### src/rtl/useq_pkg.sv
`timescale 1ns/1ps
package useq_pkg;
   typedef enum logic [1:0] {
      SEQ_INC  = 2'b00,
      SEQ_DISP = 2'b01,
      SEQ_ORBR = 2'b10,
      SEQ_COND = 2'b11
   } seq_e;

   localparam logic [1:0] MEM_NOP = 2'b00;
   localparam logic [1:0] MEM_RD  = 2'b01;
   localparam logic [1:0] MEM_WR  = 2'b10;

   // fixed single-bit field positions, low end of the word
   localparam int SEQ_LSB = 0;
   localparam int END_BIT = 2;
   localparam int WAIT_BIT = 3;
   localparam int CIN_BIT = 4;
   localparam int MEM_LSB = 5;
   localparam int ALU_LSB = 7;
endpackage

### src/rtl/useq_store.sv
`timescale 1ns/1ps
module useq_store #(
   parameter int AW = 8,
   parameter int W  = 31,
   parameter logic [(1<<AW)*W-1:0] IMG = '0
) (
   input  logic [AW-1:0] addr,
   output logic [W-1:0]  word
);
   localparam int DEPTH = 1 << AW;

   if (DEPTH < 4) begin : g_chk
      $error("useq_store: control store must hold the fetch routine");
   end

   assign word = IMG[addr*W +: W];
endmodule

### src/rtl/useq_onehot.sv
`timescale 1ns/1ps
module useq_onehot #(
   parameter int CW = 4,
   parameter bit ZERO_IDLE = 1'b1,
   localparam int N = ZERO_IDLE ? (1 << CW) - 1 : (1 << CW)
) (
   input  logic [CW-1:0] code,
   output logic [N-1:0]  sel
);
   if (CW < 1 || CW > 8) begin : g_chk
      $error("useq_onehot: code width out of range");
   end

   for (genvar k = 0; k < N; k++) begin : g_bit
      if (ZERO_IDLE) begin : g_idle
         assign sel[k] = (code == CW'(k + 1));
      end else begin : g_direct
         assign sel[k] = (code == CW'(k));
      end
   end
endmodule

### src/rtl/useq_dispatch.sv
`timescale 1ns/1ps
module useq_dispatch #(
   parameter int UA_W    = 8,
   parameter int OP_W    = 4,
   parameter int DSP_HI  = 5,
   parameter int DSP_LO  = 4,
   parameter int DSP_IND = 3,
   parameter logic [(1<<OP_W)*UA_W-1:0] TABLE = '0
) (
   input  logic [OP_W-1:0] opcode,
   input  logic            mode_hi,
   input  logic            mode_lo,
   input  logic            ind,
   output logic [UA_W-1:0] addr
);
   if (DSP_HI >= UA_W || DSP_LO >= UA_W || DSP_IND >= UA_W) begin : g_chk
      $error("useq_dispatch: OR target bit outside micro-address");
   end

   logic [UA_W-1:0] base;
   logic            reg_ind;

   assign base    = TABLE[opcode*UA_W +: UA_W];
   assign reg_ind = ~mode_hi & ~mode_lo & ind;

   always_comb begin
      addr          = base;
      addr[DSP_HI]  = base[DSP_HI]  | mode_hi;
      addr[DSP_LO]  = base[DSP_LO]  | mode_lo;
      addr[DSP_IND] = base[DSP_IND] | reg_ind;
   end
endmodule

### src/rtl/useq_seq.sv
`timescale 1ns/1ps
module useq_seq
   import useq_pkg::*;
#(
   parameter int UA_W = 8
) (
   input  logic            clk,
   input  logic            rst_n,
   input  logic [1:0]      seq_code,
   input  logic            end_b,
   input  logic            wmfc,
   input  logic            mfc,
   input  logic            n_flag,
   input  logic            ind_bit,
   input  logic [UA_W-1:0] nxt_fld,
   input  logic [UA_W-1:0] disp_addr,
   output logic [UA_W-1:0] upc
);
   localparam logic [UA_W-1:0] FETCH_ADDR = '0;

   seq_e            sc;
   logic            stall;
   logic [UA_W-1:0] upc_inc;
   logic [UA_W-1:0] upc_orb;
   logic [UA_W-1:0] upc_d;

   assign sc      = seq_e'(seq_code);
   assign stall   = wmfc & ~mfc;
   assign upc_inc = upc + 1'b1;
   assign upc_orb = nxt_fld | {{(UA_W-1){1'b0}}, ~ind_bit};

   always_comb begin
      if (stall) begin
         upc_d = upc;
      end else if (end_b) begin
         upc_d = FETCH_ADDR;
      end else begin
         case (sc)
            SEQ_INC:  upc_d = upc_inc;
            SEQ_DISP: upc_d = disp_addr;
            SEQ_ORBR: upc_d = upc_orb;
            SEQ_COND: upc_d = n_flag ? upc_inc : FETCH_ADDR;
            default:  upc_d = upc_inc;
         endcase
      end
   end

   always_ff @(posedge clk or negedge rst_n) begin
      if (!rst_n) upc <= FETCH_ADDR;
      else        upc <= upc_d;
   end

   assert_hold_R3: assert property (@(posedge clk) disable iff (!rst_n)
      (wmfc && !mfc) |=> $stable(upc));

   assert_end_R4: assert property (@(posedge clk) disable iff (!rst_n)
      (end_b && !(wmfc && !mfc)) |=> (upc == '0));

   assert_inc_R2: assert property (@(posedge clk) disable iff (!rst_n)
      (seq_code == 2'b00 && !end_b && !(wmfc && !mfc)) |=> (upc == $past(upc) + 1'b1));

   assert_cond_R7: assert property (@(posedge clk) disable iff (!rst_n)
      (seq_code == 2'b11 && !end_b && !(wmfc && !mfc) && !n_flag) |=> (upc == '0));

   assert_orbr_R6: assert property (@(posedge clk) disable iff (!rst_n)
      (seq_code == 2'b10 && !end_b && !(wmfc && !mfc))
      |=> (upc[UA_W-1:1] == $past(nxt_fld[UA_W-1:1])));
endmodule

### src/rtl/useq_ctrl.sv
`timescale 1ns/1ps
module useq_ctrl
   import useq_pkg::*;
#(
   parameter int UA_W    = 8,
   parameter int RF_W    = 4,
   parameter int OC_W    = 4,
   parameter int AF_W    = 4,
   parameter int IR_W    = 16,
   parameter int OP_LSB  = 12,
   parameter int OP_W    = 4,
   parameter int MODE_HI = 10,
   parameter int MODE_LO = 9,
   parameter int IND_BIT = 8,
   parameter int DSP_HI  = 5,
   parameter int DSP_LO  = 4,
   parameter int DSP_IND = 3,
   parameter logic [(1<<UA_W)*(UA_W+2*RF_W+OC_W+AF_W+7)-1:0] STORE = '0,
   parameter logic [(1<<OP_W)*UA_W-1:0] DISP_BASE = '0
) (
   input  logic                  clk,
   input  logic                  rst_n,
   input  logic [IR_W-1:0]       ir,
   input  logic                  n_flag,
   input  logic                  mfc,
   output logic [UA_W-1:0]       upc_o,
   output logic [(1<<RF_W)-2:0]  reg_ld,
   output logic [(1<<RF_W)-2:0]  reg_drv,
   output logic [(1<<OC_W)-2:0]  oth_ld,
   output logic [(1<<AF_W)-1:0]  alu_sel,
   output logic                  cin_o,
   output logic                  mem_rd,
   output logic                  mem_wr,
   output logic                  wmfc_o,
   output logic                  end_o
);
   localparam int UW       = UA_W + 2*RF_W + OC_W + AF_W + 7;
   localparam int OTH_LSB  = ALU_LSB + AF_W;
   localparam int ROUT_LSB = OTH_LSB + OC_W;
   localparam int RIN_LSB  = ROUT_LSB + RF_W;
   localparam int NXT_LSB  = RIN_LSB + RF_W;

   if (OP_LSB + OP_W > IR_W || MODE_HI >= IR_W || MODE_LO >= IR_W || IND_BIT >= IR_W) begin : g_chk_ir
      $error("useq_ctrl: instruction field outside ir");
   end
   if (NXT_LSB + UA_W != UW) begin : g_chk_w
      $error("useq_ctrl: microword layout mismatch");
   end

   logic [UA_W-1:0] upc;
   logic [UW-1:0]   cw;
   logic [UA_W-1:0] disp_addr;

   logic [1:0]      f_seq;
   logic            f_end, f_wait, f_cin;
   logic [1:0]      f_mem;
   logic [AF_W-1:0] f_alu;
   logic [OC_W-1:0] f_oth;
   logic [RF_W-1:0] f_rout, f_rin;
   logic [UA_W-1:0] f_nxt;
   logic            unused_ir;

   useq_store #(.AW(UA_W), .W(UW), .IMG(STORE)) u_store (
      .addr (upc),
      .word (cw)
   );

   assign f_seq  = cw[SEQ_LSB +: 2];
   assign f_end  = cw[END_BIT];
   assign f_wait = cw[WAIT_BIT];
   assign f_cin  = cw[CIN_BIT];
   assign f_mem  = cw[MEM_LSB +: 2];
   assign f_alu  = cw[ALU_LSB +: AF_W];
   assign f_oth  = cw[OTH_LSB +: OC_W];
   assign f_rout = cw[ROUT_LSB +: RF_W];
   assign f_rin  = cw[RIN_LSB +: RF_W];
   assign f_nxt  = cw[NXT_LSB +: UA_W];

   useq_onehot #(.CW(RF_W), .ZERO_IDLE(1'b1)) u_rin  (.code(f_rin),  .sel(reg_ld));
   useq_onehot #(.CW(RF_W), .ZERO_IDLE(1'b1)) u_rout (.code(f_rout), .sel(reg_drv));
   useq_onehot #(.CW(OC_W), .ZERO_IDLE(1'b1)) u_oth  (.code(f_oth),  .sel(oth_ld));
   useq_onehot #(.CW(AF_W), .ZERO_IDLE(1'b0)) u_alu  (.code(f_alu),  .sel(alu_sel));

   always_comb begin
      mem_rd = 1'b0;
      mem_wr = 1'b0;
      case (f_mem)
         MEM_RD:  mem_rd = 1'b1;
         MEM_WR:  mem_wr = 1'b1;
         default: ;
      endcase
   end

   assign cin_o  = f_cin;
   assign wmfc_o = f_wait;
   assign end_o  = f_end;
   assign upc_o  = upc;
   assign unused_ir = ^ir;

   useq_dispatch #(
      .UA_W(UA_W), .OP_W(OP_W), .DSP_HI(DSP_HI), .DSP_LO(DSP_LO),
      .DSP_IND(DSP_IND), .TABLE(DISP_BASE)
   ) u_disp (
      .opcode  (ir[OP_LSB +: OP_W]),
      .mode_hi (ir[MODE_HI]),
      .mode_lo (ir[MODE_LO]),
      .ind     (ir[IND_BIT]),
      .addr    (disp_addr)
   );

   useq_seq #(.UA_W(UA_W)) u_seq (
      .clk       (clk),
      .rst_n     (rst_n),
      .seq_code  (f_seq),
      .end_b     (f_end),
      .wmfc      (f_wait),
      .mfc       (mfc),
      .n_flag    (n_flag),
      .ind_bit   (ir[IND_BIT]),
      .nxt_fld   (f_nxt),
      .disp_addr (disp_addr),
      .upc       (upc)
   );

   assert_rdwr_R9: assert property (@(posedge clk) disable iff (!rst_n)
      !(mem_rd && mem_wr));

   assert_onehot_R8: assert property (@(posedge clk) disable iff (!rst_n)
      $onehot0(reg_ld) && $onehot0(reg_drv) && $onehot0(oth_ld));

   assert_waitstrobe_R3: assert property (@(posedge clk) disable iff (!rst_n)
      (wmfc_o && !mfc) |=> ($stable(mem_rd) && $stable(oth_ld) && wmfc_o));
endmodule

### config.mk
export PLATFORM = sky130hd
export DESIGN_NAME = useq_ctrl
export DESIGN_NICKNAME = d
export VERILOG_FILES = /design/src/rtl/useq_pkg.sv /design/src/rtl/useq_store.sv /design/src/rtl/useq_onehot.sv /design/src/rtl/useq_dispatch.sv /design/src/rtl/useq_seq.sv /design/src/rtl/useq_ctrl.sv
export SDC_FILE = /design/constraint.sdc
export NUM_CORES = 1
export LEC_CHECK = 0
export BUFFER_PORTS_ARGS = -buffer_cell sky130_fd_sc_hd__buf_2
export CORE_ASPECT_RATIO = 0.6
export CORE_MARGIN = 3
export CORE_UTILIZATION = 31
export CTS_BUF_LIST = sky130_fd_sc_hd__clkbuf_4 sky130_fd_sc_hd__clkbuf_8
export DETAILED_ROUTE_END_ITERATION = 12
export GPL_TIMING_DRIVEN = 1
export PLACE_DENSITY_LB_ADDON = 0.05
export SYNTH_ARGS = -nofsm -noshare
export SYNTH_HDL_FRONTEND = slang
export SYNTH_SLANG_ARGS = --single-unit
### constraint.sdc
create_clock -name clk -period 0.9 [get_ports clk]
set_clock_uncertainty 0.05 [all_clocks]
set_input_delay 0.045 -clock clk [delete_from_list [all_inputs] [get_ports clk]]
set_output_delay 0.045 -clock clk [all_outputs]
set_load 0.02 [all_outputs]
==> results of run 1 <==
-- power by group through the flow --
stage / logic [mW] / registers, mW / clock network [mW]
final: 0.258 / 0.361 / 0.466
after global routing: 0.276 / 0.361 / 0.499
after CTS: 0.250 / 0.361 / 0.480
after detailed placement: 0.247 / 0.366 / 0
after global placement: 0.247 / 0.366 / 0
after floorplan: 0.458 / 0.366 / 0
-- critical path, cell delays in order, from the launching register on --
cell     delay (ns)
dfrtp_2        0.44
buf_6          0.13
buf_6          0.12
-- worst paths after layout --
path,start,end,slack (ns),cells past startpoint
worst max register to register,u_seq.upc[2],u_seq.upc[5],-0.08,3
worst min register to register,u_seq.upc[7],u_seq.upc[7],0.42,1
worst max-delay path,u_seq.upc[1],upc_o[1],-0.10,2
min in group clk,u_seq.upc[7],u_seq.upc[7],0.42,1
max in group asynchronous,rst_n,u_seq.upc[2],0.46,2
worst min-delay path,rst_n,u_seq.upc[0],0.15,2
-- layout by cell type, fill, tap and decap left out --
| master | count |
|---|---|
| dlygate4sd3_1 | 1 |
| inv_1 | 1 |
| xnor2_2 | 1 |
| clkbuf_8 | 3 |
| buf_2 | 2 |
| xor2_1 | 1 |
| dfrtp_2 | 5 |
| and3_1 | 1 |
| nand3_4 | 1 |
| buf_4 | 6 |
| clkbuf_4 | 1 |
| nand3_1 | 3 |
| xnor2_1 | 4 |
| and3_4 | 1 |
| ha_4 | 1 |
| nand3_2 | 1 |
| conb_1 | 66 |
| buf_6 | 13 |
| dfrtp_1 | 3 |
-- routing by layer --
metal  vias up  GRT usage  routed length [um]
li1        196          -                   -
met1       191     0.0691                 384
met2        48      0.103                 554
met3         0     0.0396                 203
met4         0     0.0112                   0
met5         -          0                   0
-- cells in the mapped netlist --
library cell | count | area share
nand3_1 | 5 | 0.031
inv_1 | 1 | 0.0046
and3_4 | 1 | 0.014
and3_1 | 1 | 0.0077
xnor2_1 | 5 | 0.054
ha_1 | 1 | 0.015
xor2_1 | 1 | 0.011
conb_1 | 2 | 0.0092
buf_4 | 66 | 0.61
dfrtp_1 | 8 | 0.25
-- repair_timing --
action,4_1_cts,5_1_grt
setup buffers,6,0
setup endpoints to repair,13,13
pin swaps,5,3
hold buffers,1,0
hold endpoints to repair,8,0
gates resized for setup,20,4
-- metrics by stage --
stage | worst slack (ns) | utilization | instances | power, mW | hold WS, ns
after floorplan | -0.135 | - | 155 | 0.825 | -0.301
after global placement | -0.0511 | 0.303 | 134 | 0.613 | -0.148
after detailed placement | -0.0409 | 0.303 | 134 | 0.613 | -0.152
after CTS | -0.112 | 0.378 | 145 | 1.09 | 0.141
after global routing | -0.134 | 0.387 | 145 | 1.14 | 0.180
final | -0.104 | 0.387 | 145 | 1.08 | 0.150
-- logic make-up (layout without fill, tap and decap cells) --
family	after synthesis	count (layout)	synth area share
xor+xnor	6	6	0.0645
fa+ha+maj	1	1	0.0154
buf+inv	67	27	0.613
flops	8	8	0.246
other cells	2	66	0.00922
simple gates	7	7	0.0522
-- layout make-up --
| cell class | count | share of cell area |
|---|---|---|
| multi-input cells | 80 | 0.436 |
| repair buffers | 22 | 0.235 |
| flip-flops and latches | 8 | 0.229 |
| clock buffers | 4 | 0.0542 |
| well taps | 30 | 0.0417 |
| inverters | 1 | 0.00417 |
==> results.json, run 1 <==
{
  "hold_violations": 0,
  "dpl_cell_area_um2": 706,
  "max_freq_mhz": 996,
  "finish.instance_area_um2": 901,
  "syn-instance-count": 91,
  "synth-seq-cells": 8,
  "p_seq_frac": 0.333,
  "power.internal_mw": 0.702,
  "vdd_drop_max_uv": 833,
  "n_antenna_cell": 0,
  "timing_max_transition_violations_final": 0,
  "initial_core_util": 0.350,
  "hold_class": "in2async",
  "ys_types": 10,
  "tns_ns": -0.788,
  "top_register": "u_seq.upc",
  "fin_crit_sh": 1.12,
  "critPathKind": "reg2out",
  "die_area_mm2": 0.00330,
  "maxCapViolations": 0,
  "cp-end-kind": "output port",
  "ys_warn_count": 0,
  "swShare": 0.353,
  "largestRegisters": "u_seq.upc (8)",
  "p_clk_frac": 0.430,
  "multiInputGateArea_um2": 393,
  "nets": 137,
  "grt_antenna_before_repair": 0,
  "register_area_um2": 206,
  "required_ns": 0.81,
  "violations": "negative setup slack",
  "vias_per_cell": 3.00,
  "largest_reg_flops": 8,
  "critical_path_arrival_ns": 0.91,
  "grt_pass1_vias": 326,
  "clock_sinks": 8,
  "ctsRootBufferMaster": "clkbuf_8",
  "fp.dieW_um": 72.2,
  "globalRoute.totalOverflow": 0,
  "rsz0062_at_grt": "yes",
  "drtPass1Iterations": 2,
  "rows": 13,
  "htree_levels": 1,
  "setup_violations": 12,
  "syn_avg_cell_area_um2": 8.95,
  "grt_first_pass_wirelength_um": 1500,
  "routedWlPerCell_um": 7.88,
  "cts_buffers": 3,
  "syn_to_final_growth_pct": 10.6,
  "clk_pin_slew_ns": 0.04,
  "period_needed_ns": 1.00,
  "netlist_area_um2": 815,
  "place.gp.congestion": 0.676,
  "clk_path_buf_depth": 2,
  "clock_latency_ns": 0.22,
  "status": "complete, but fails checks",
  "p_sw_mw": 0.383,
  "p_leak_nw": 0.512,
  "io_buffers": 9,
  "vias": 435,
  "power_density_mw_per_mm2": 1200,
  "grt_start_max_net_pins": 9,
  "fp.coreArea_mm2": 0.00233,
  "ant_nets": 0,
  "critPathMaxFanout": 4,
  "drt-total-wl_um": 1140,
  "layout-drive-gt1-share": 0.304,
  "ioPinCount": 94,
  "die_h_um": 45.7,
  "fin_ws_ns": -0.104,
  "cts_tree": "yes",
  "startpoint_type": "register",
  "fill_cells": 226,
  "hpwlAfterDp_um": 905,
  "drt_drc_violations_left": 0,
  "grt_use_total": 0.0622,
  "pwr-share-comb": 0.237,
  "drtIter0Drc": 5,
  "ys_seq_area_frac": 0.246
}
No activity file was read; power rests on OpenSTA's default activity.
==> inputs of run 2 (changes only) <==
--- a/config.mk
+++ b/config.mk
@@ -5,7 +5,7 @@
 export SDC_FILE = /design/constraint.sdc
 export NUM_CORES = 1
 export LEC_CHECK = 0
-export BUFFER_PORTS_ARGS = -buffer_cell sky130_fd_sc_hd__buf_2
+export BUFFER_PORTS_ARGS = -buffer_cell sky130_fd_sc_hd__clkbuf_2
 export CORE_ASPECT_RATIO = 0.6
 export CORE_MARGIN = 3
 export CORE_UTILIZATION = 31
==> results.json, run 2 (synthesis gave the netlist of run 1 again) <==
{
  "status": "complete, but fails checks",
  "violations": "negative setup slack",
  "period_needed_ns": 1.02,
  "cts_tree": "yes",
  "cp-endpoint": "upc_o[1]",
  "hold_violations": 0,
  "grt_start_max_net_pins": 9,
  "p_leak_nw": 0.531,
  "layout-drive-gt1-share": 0.316,
  "vias": 455,
  "maxCapViolations": 0,
  "grt_pass1_vias": 355,
  "fin_ws_ns": -0.122,
  "globalRoute.totalOverflow": 0,
  "crit_start": "u_seq.upc[1]",
  "grt_antenna_before_repair": 0,
  "setup_violations": 13,
  "fp.coreArea_mm2": 0.00233,
  "rrSetupSlack_ns": -0.09,
  "required_ns": 0.81,
  "largest_reg_flops": 8,
  "final_common_cell": "conb_1",
  "initial_core_util": 0.350,
  "rows": 13,
  "post-route-util": 0.412,
  "fp.dieW_um": 72.2,
  "crit_chain": "buf_6 -> buf_8",
  "cp-end-kind": "output port",
  "reg2reg_depth": 3,
  "routedWlPerCell_um": 8.78,
  "slowest_delay_ns": 0.44,
  "r2r_start": "u_seq.upc[1]",
  "die_area_mm2": 0.00330,
  "grt_first_pass_wirelength_um": 1720,
  "cts_buffers": 3,
  "top_register": "u_seq.upc",
  "drt_drc_violations_left": 0,
  "vdd_drop_max_uv": 724,
  "ioPinCount": 94,
  "nets": 139,
  "tns_ns": -0.972,
  "max_freq_mhz": 978,
  "timing_max_transition_violations_final": 0,
  "io_buffers": 9,
  "ant_nets": 0,
  "syn_to_final_growth_pct": 17.5,
  "fin_crit_sh": 1.14,
  "n_antenna_cell": 0,
  "hpwlAfterDp_um": 906,
  "grt_use_total": 0.0726,
  "vias_per_cell": 3.10,
  "htree_levels": 1,
  "die_h_um": 45.7,
  "critPathKind": "reg2out",
  "drtPass1Iterations": 2,
  "clock_sinks": 8,
  "critPathMaxFanout": 4,
  "pre_cts_ws_ns": -0.0559,
  "hold_class": "in2async",
  "r2r_end": "u_seq.upc[6]",
  "place.gp.congestion": 0.636,
  "rsz0062_at_grt": "yes",
  "largestRegisters": "u_seq.upc (8)",
  "clk_pin_slew_ns": 0.05,
  "power_density_mw_per_mm2": 1170,
  "power_mw": 1.12,
  "drtIter0Drc": 2,
  "slowest_stage": "dfrtp_2",
  "clock_latency_ns": 0.23,
  "critical_path_arrival_ns": 0.93,
  "startpoint_type": "register",
  "clk_path_buf_depth": 2,
  "ctsRootBufferMaster": "clkbuf_8",
  "drt-total-wl_um": 1290,
  "final_cell_mix": "conb_1, buf_6, buf_8, buf_4, dfrtp_2"
}
==> run 2: metal layers <==
| layer | global-route usage | part of all wire |
|---|---|---|
| met5 | 0 | 0 |
| met2 | 0.112 | 0.48 |
| met1 | 0.0845 | 0.33 |
| met4 | 0.0112 | 0 |
| met3 | 0.0507 | 0.18 |
==> run 2: worst min path at each step <==
stage	to	slack (ns)
2_1_floorplan	u_seq.upc[0]	-0.30
3_3_place_gp	u_seq.upc[5]	-0.14
3_5_place_dp	u_seq.upc[6]	-0.14
4_1_cts	u_seq.upc[5]	0.14
5_1_grt	u_seq.upc[5]	0.16
6_report	u_seq.upc[3]	0.15
==> run 2: per-stage QoR <==
stage	std cells	area [um2]	hold WS (ns)
3_3_place_gp	134	706	-0.137
4_1_cts	145	902	0.143
5_1_grt	147	957	0.160
6_report	147	957	0.147
3_5_place_dp	134	706	-0.144
2_1_floorplan	155	1070	-0.301
==> run 2: report_power, final <==
group	total, mW	internal, mW	switching (mW)
sequential	0.361	0.361	0
combinational	0.258	0.00436	0.253
clock	0.499	0.339	0.161
==> run 2: what timing repair did <==
action / 4_1_cts / 5_1_grt
endpoints found under the hold margin: 8 / 0
setup buffers: 6 / 2
gates cloned: 0 / 0
gates resized for setup: 22 / 9
hold buffers: 1 / 0
pin swaps: 3 / 3
endpoints found under the setup margin: 12 / 13
==> run 2: final cells by class <==
type / count / area, um2
well taps: 30 / 37.5
clock buffers: 4 / 48.8
multi-input cells: 80 / 393
inverters: 1 / 3.75
flip-flops and latches: 8 / 206
repair buffers: 24 / 268
fillers: 227 / 1370
==> run 2: critical path, delay by kind of cell, from the launching register on <==
family	cells	cell delay, ns
buffers and inverters	2	0.26
DFF	1	0.44
==> inputs of run 3 (changes only) <==
--- a/config.mk
+++ b/config.mk
@@ -13,6 +13,7 @@
 export DETAILED_ROUTE_END_ITERATION = 12
 export GPL_TIMING_DRIVEN = 1
 export PLACE_DENSITY_LB_ADDON = 0.05
+export SETUP_SLACK_MARGIN = 0.1
 export SYNTH_ARGS = -nofsm -noshare
 export SYNTH_HDL_FRONTEND = slang
 export SYNTH_SLANG_ARGS = --single-unit
==> results.json, run 3 (synthesis gave the netlist of run 1 again) <==
{
  "wl_met2_um": 597,
  "initial_core_util": 0.350,
  "p_leak_nw": 0.547,
  "tns_ns": -0.826,
  "grt_antenna_before_repair": 0,
  "rrSetupSlack_ns": -0.07,
  "drtIter0Drc": 0,
  "drt-total-wl_um": 1240,
  "dr_wl_met3_um": 231,
  "cp-end-kind": "output port",
  "p_sw_mw": 0.401,
  "ant_nets": 0,
  "fin_ws_ns": -0.112,
  "required_ns": 0.81,
  "power.internal_mw": 0.703,
  "grt_pass1_vias": 362,
  "period_needed_ns": 1.01,
  "top_layer_used": "met3",
  "power_density_mw_per_mm2": 1120,
  "ctsRootBufferMaster": "clkbuf_8",
  "syn_to_final_growth_pct": 21.4,
  "r2r_end": "u_seq.upc[5]",
  "clock_sinks": 8,
  "drtPass1Iterations": 1,
  "worst-path-stages": 2,
  "ioPinCount": 94,
  "wl_met1_um": 408,
  "n_antenna_cell": 0,
  "place.gp.congestion": 0.701,
  "cts_buffers": 3,
  "vdd_drop_max_uv": 807,
  "grt_use_total": 0.0727,
  "clock_latency_ns": 0.23,
  "drt_drc_violations_left": 0,
  "p_seq_frac": 0.327,
  "critPathKind": "reg2out",
  "final_common_cell": "conb_1",
  "fp.dieW_um": 72.2,
  "final_cells": 148,
  "crit_chain": "buf_6 -> buf_8",
  "p_clk_frac": 0.439,
  "setup_violations": 12,
  "cp-endpoint": "upc_o[0]",
  "reg2reg_depth": 3,
  "nets": 140,
  "htree_levels": 1,
  "swShare": 0.363,
  "grt_first_pass_wirelength_um": 1720,
  "io_buffers": 9,
  "hpwlAfterDp_um": 926,
  "rows": 13,
  "startpoint_type": "register",
  "routedWlPerCell_um": 8.36,
  "hold_violations": 0,
  "place_inst": 134,
  "largest_reg_flops": 8,
  "fp.coreArea_mm2": 0.00233,
  "r2r_start": "u_seq.upc[2]",
  "crit_start": "u_seq.upc[0]",
  "clk_pin_slew_ns": 0.04,
  "timing_max_transition_violations_final": 0,
  "critPathMaxFanout": 4,
  "vias_per_cell": 3.02,
  "critical-path-top-delay-family": "flip-flops",
  "fin_crit_sh": 1.12,
  "status": "complete, but fails checks",
  "pre_cts_ws_ns": -0.0617,
  "slowest_delay_ns": 0.44,
  "die_area_mm2": 0.00330,
  "globalRoute.totalOverflow": 0,
  "cp.buffers_inverters": 2,
  "critical_path_arrival_ns": 0.92,
  "violations": "negative setup slack",
  "max_freq_mhz": 988,
  "rsz0062_at_grt": "yes",
  "largestRegisters": "u_seq.upc (8)",
  "slowest_stage": "dfrtp_2",
  "clk_path_buf_depth": 2,
  "grt_start_max_net_pins": 9,
  "top_register": "u_seq.upc",
  "fill_cells": 218,
  "hold_class": "in2async",
  "final_cell_mix": "conb_1, buf_6, buf_8, buf_4",
  "pwr-share-comb": 0.234,
  "die_h_um": 45.7,
  "power_mw": 1.10,
  "maxCapViolations": 0,
  "layout-drive-gt1-share": 0.339,
  "cts_tree": "yes",
  "post-route-util": 0.425,
  "vias": 447
}
==> run 3: changes by cell type in the layout (fill, tap and decap cells not counted), sizes merged <==
cell / delta
buf: +1
==> run 3: timing repair <==
item,CTS,global route
setup endpoints to repair,15,15
gates resized for setup,27,10
endpoints found under the hold margin,8,0
pin swaps,5,3
hold buffers,1,0
buffers inserted,9,0
==> run 3: power groups by stage <==
| stage | Clock, mW | Combinational (mW) | Sequential (mW) |
|---|---|---|---|
| after floorplan | 0 | 0.458 | 0.366 |
| final | 0.485 | 0.258 | 0.361 |
| after global placement | 0 | 0.247 | 0.366 |
| after global routing | 0.517 | 0.277 | 0.361 |
| after detailed placement | 0 | 0.247 | 0.366 |
| after CTS | 0.501 | 0.250 | 0.361 |
==> run 3: per-stage QoR <==
step	hold WS, ns	cell area (um2)
2_1_floorplan	-0.301	1070
4_1_cts	0.150	951
5_1_grt	0.183	988
3_3_place_gp	-0.142	706
6_report	0.149	988
3_5_place_dp	-0.139	706
==> run 3: layout make-up <==
cell class | count | area, um2 | area share
repair buffers | 25 | 279 | 0.282
flip-flops and latches | 8 | 206 | 0.209
inverters | 1 | 3.75 | 0.00380
clock buffers | 4 | 48.8 | 0.0494
multi-input cells | 80 | 413 | 0.418
well taps | 30 | 37.5 | 0.0380
==> run 3: worst reg2reg max path: cells and delay by family (launching register included) <==
family	cells	cell delay, ns
XOR/XNOR	1	0.13
AND/OR/NAND/NOR	2	0.32
flip-flops	1	0.36
==> run 3: metal layers <==
layer  global-route usage  up-vias
li1                     -      201
met1               0.0756      199
met2                0.121       47
met3               0.0485        0
met4               0.0225        0
met5                    0        -
==> run 3: how the worst min path moves through the flow <==
stage / endpoint / slack, ns / cells after the start
2_1_floorplan: u_seq.upc[0] / -0.30 / 0
3_3_place_gp: u_seq.upc[5] / -0.14 / 1
3_5_place_dp: u_seq.upc[5] / -0.14 / 1
4_1_cts: u_seq.upc[0] / 0.15 / 2
5_1_grt: u_seq.upc[5] / 0.18 / 2
6_report: u_seq.upc[5] / 0.15 / 2
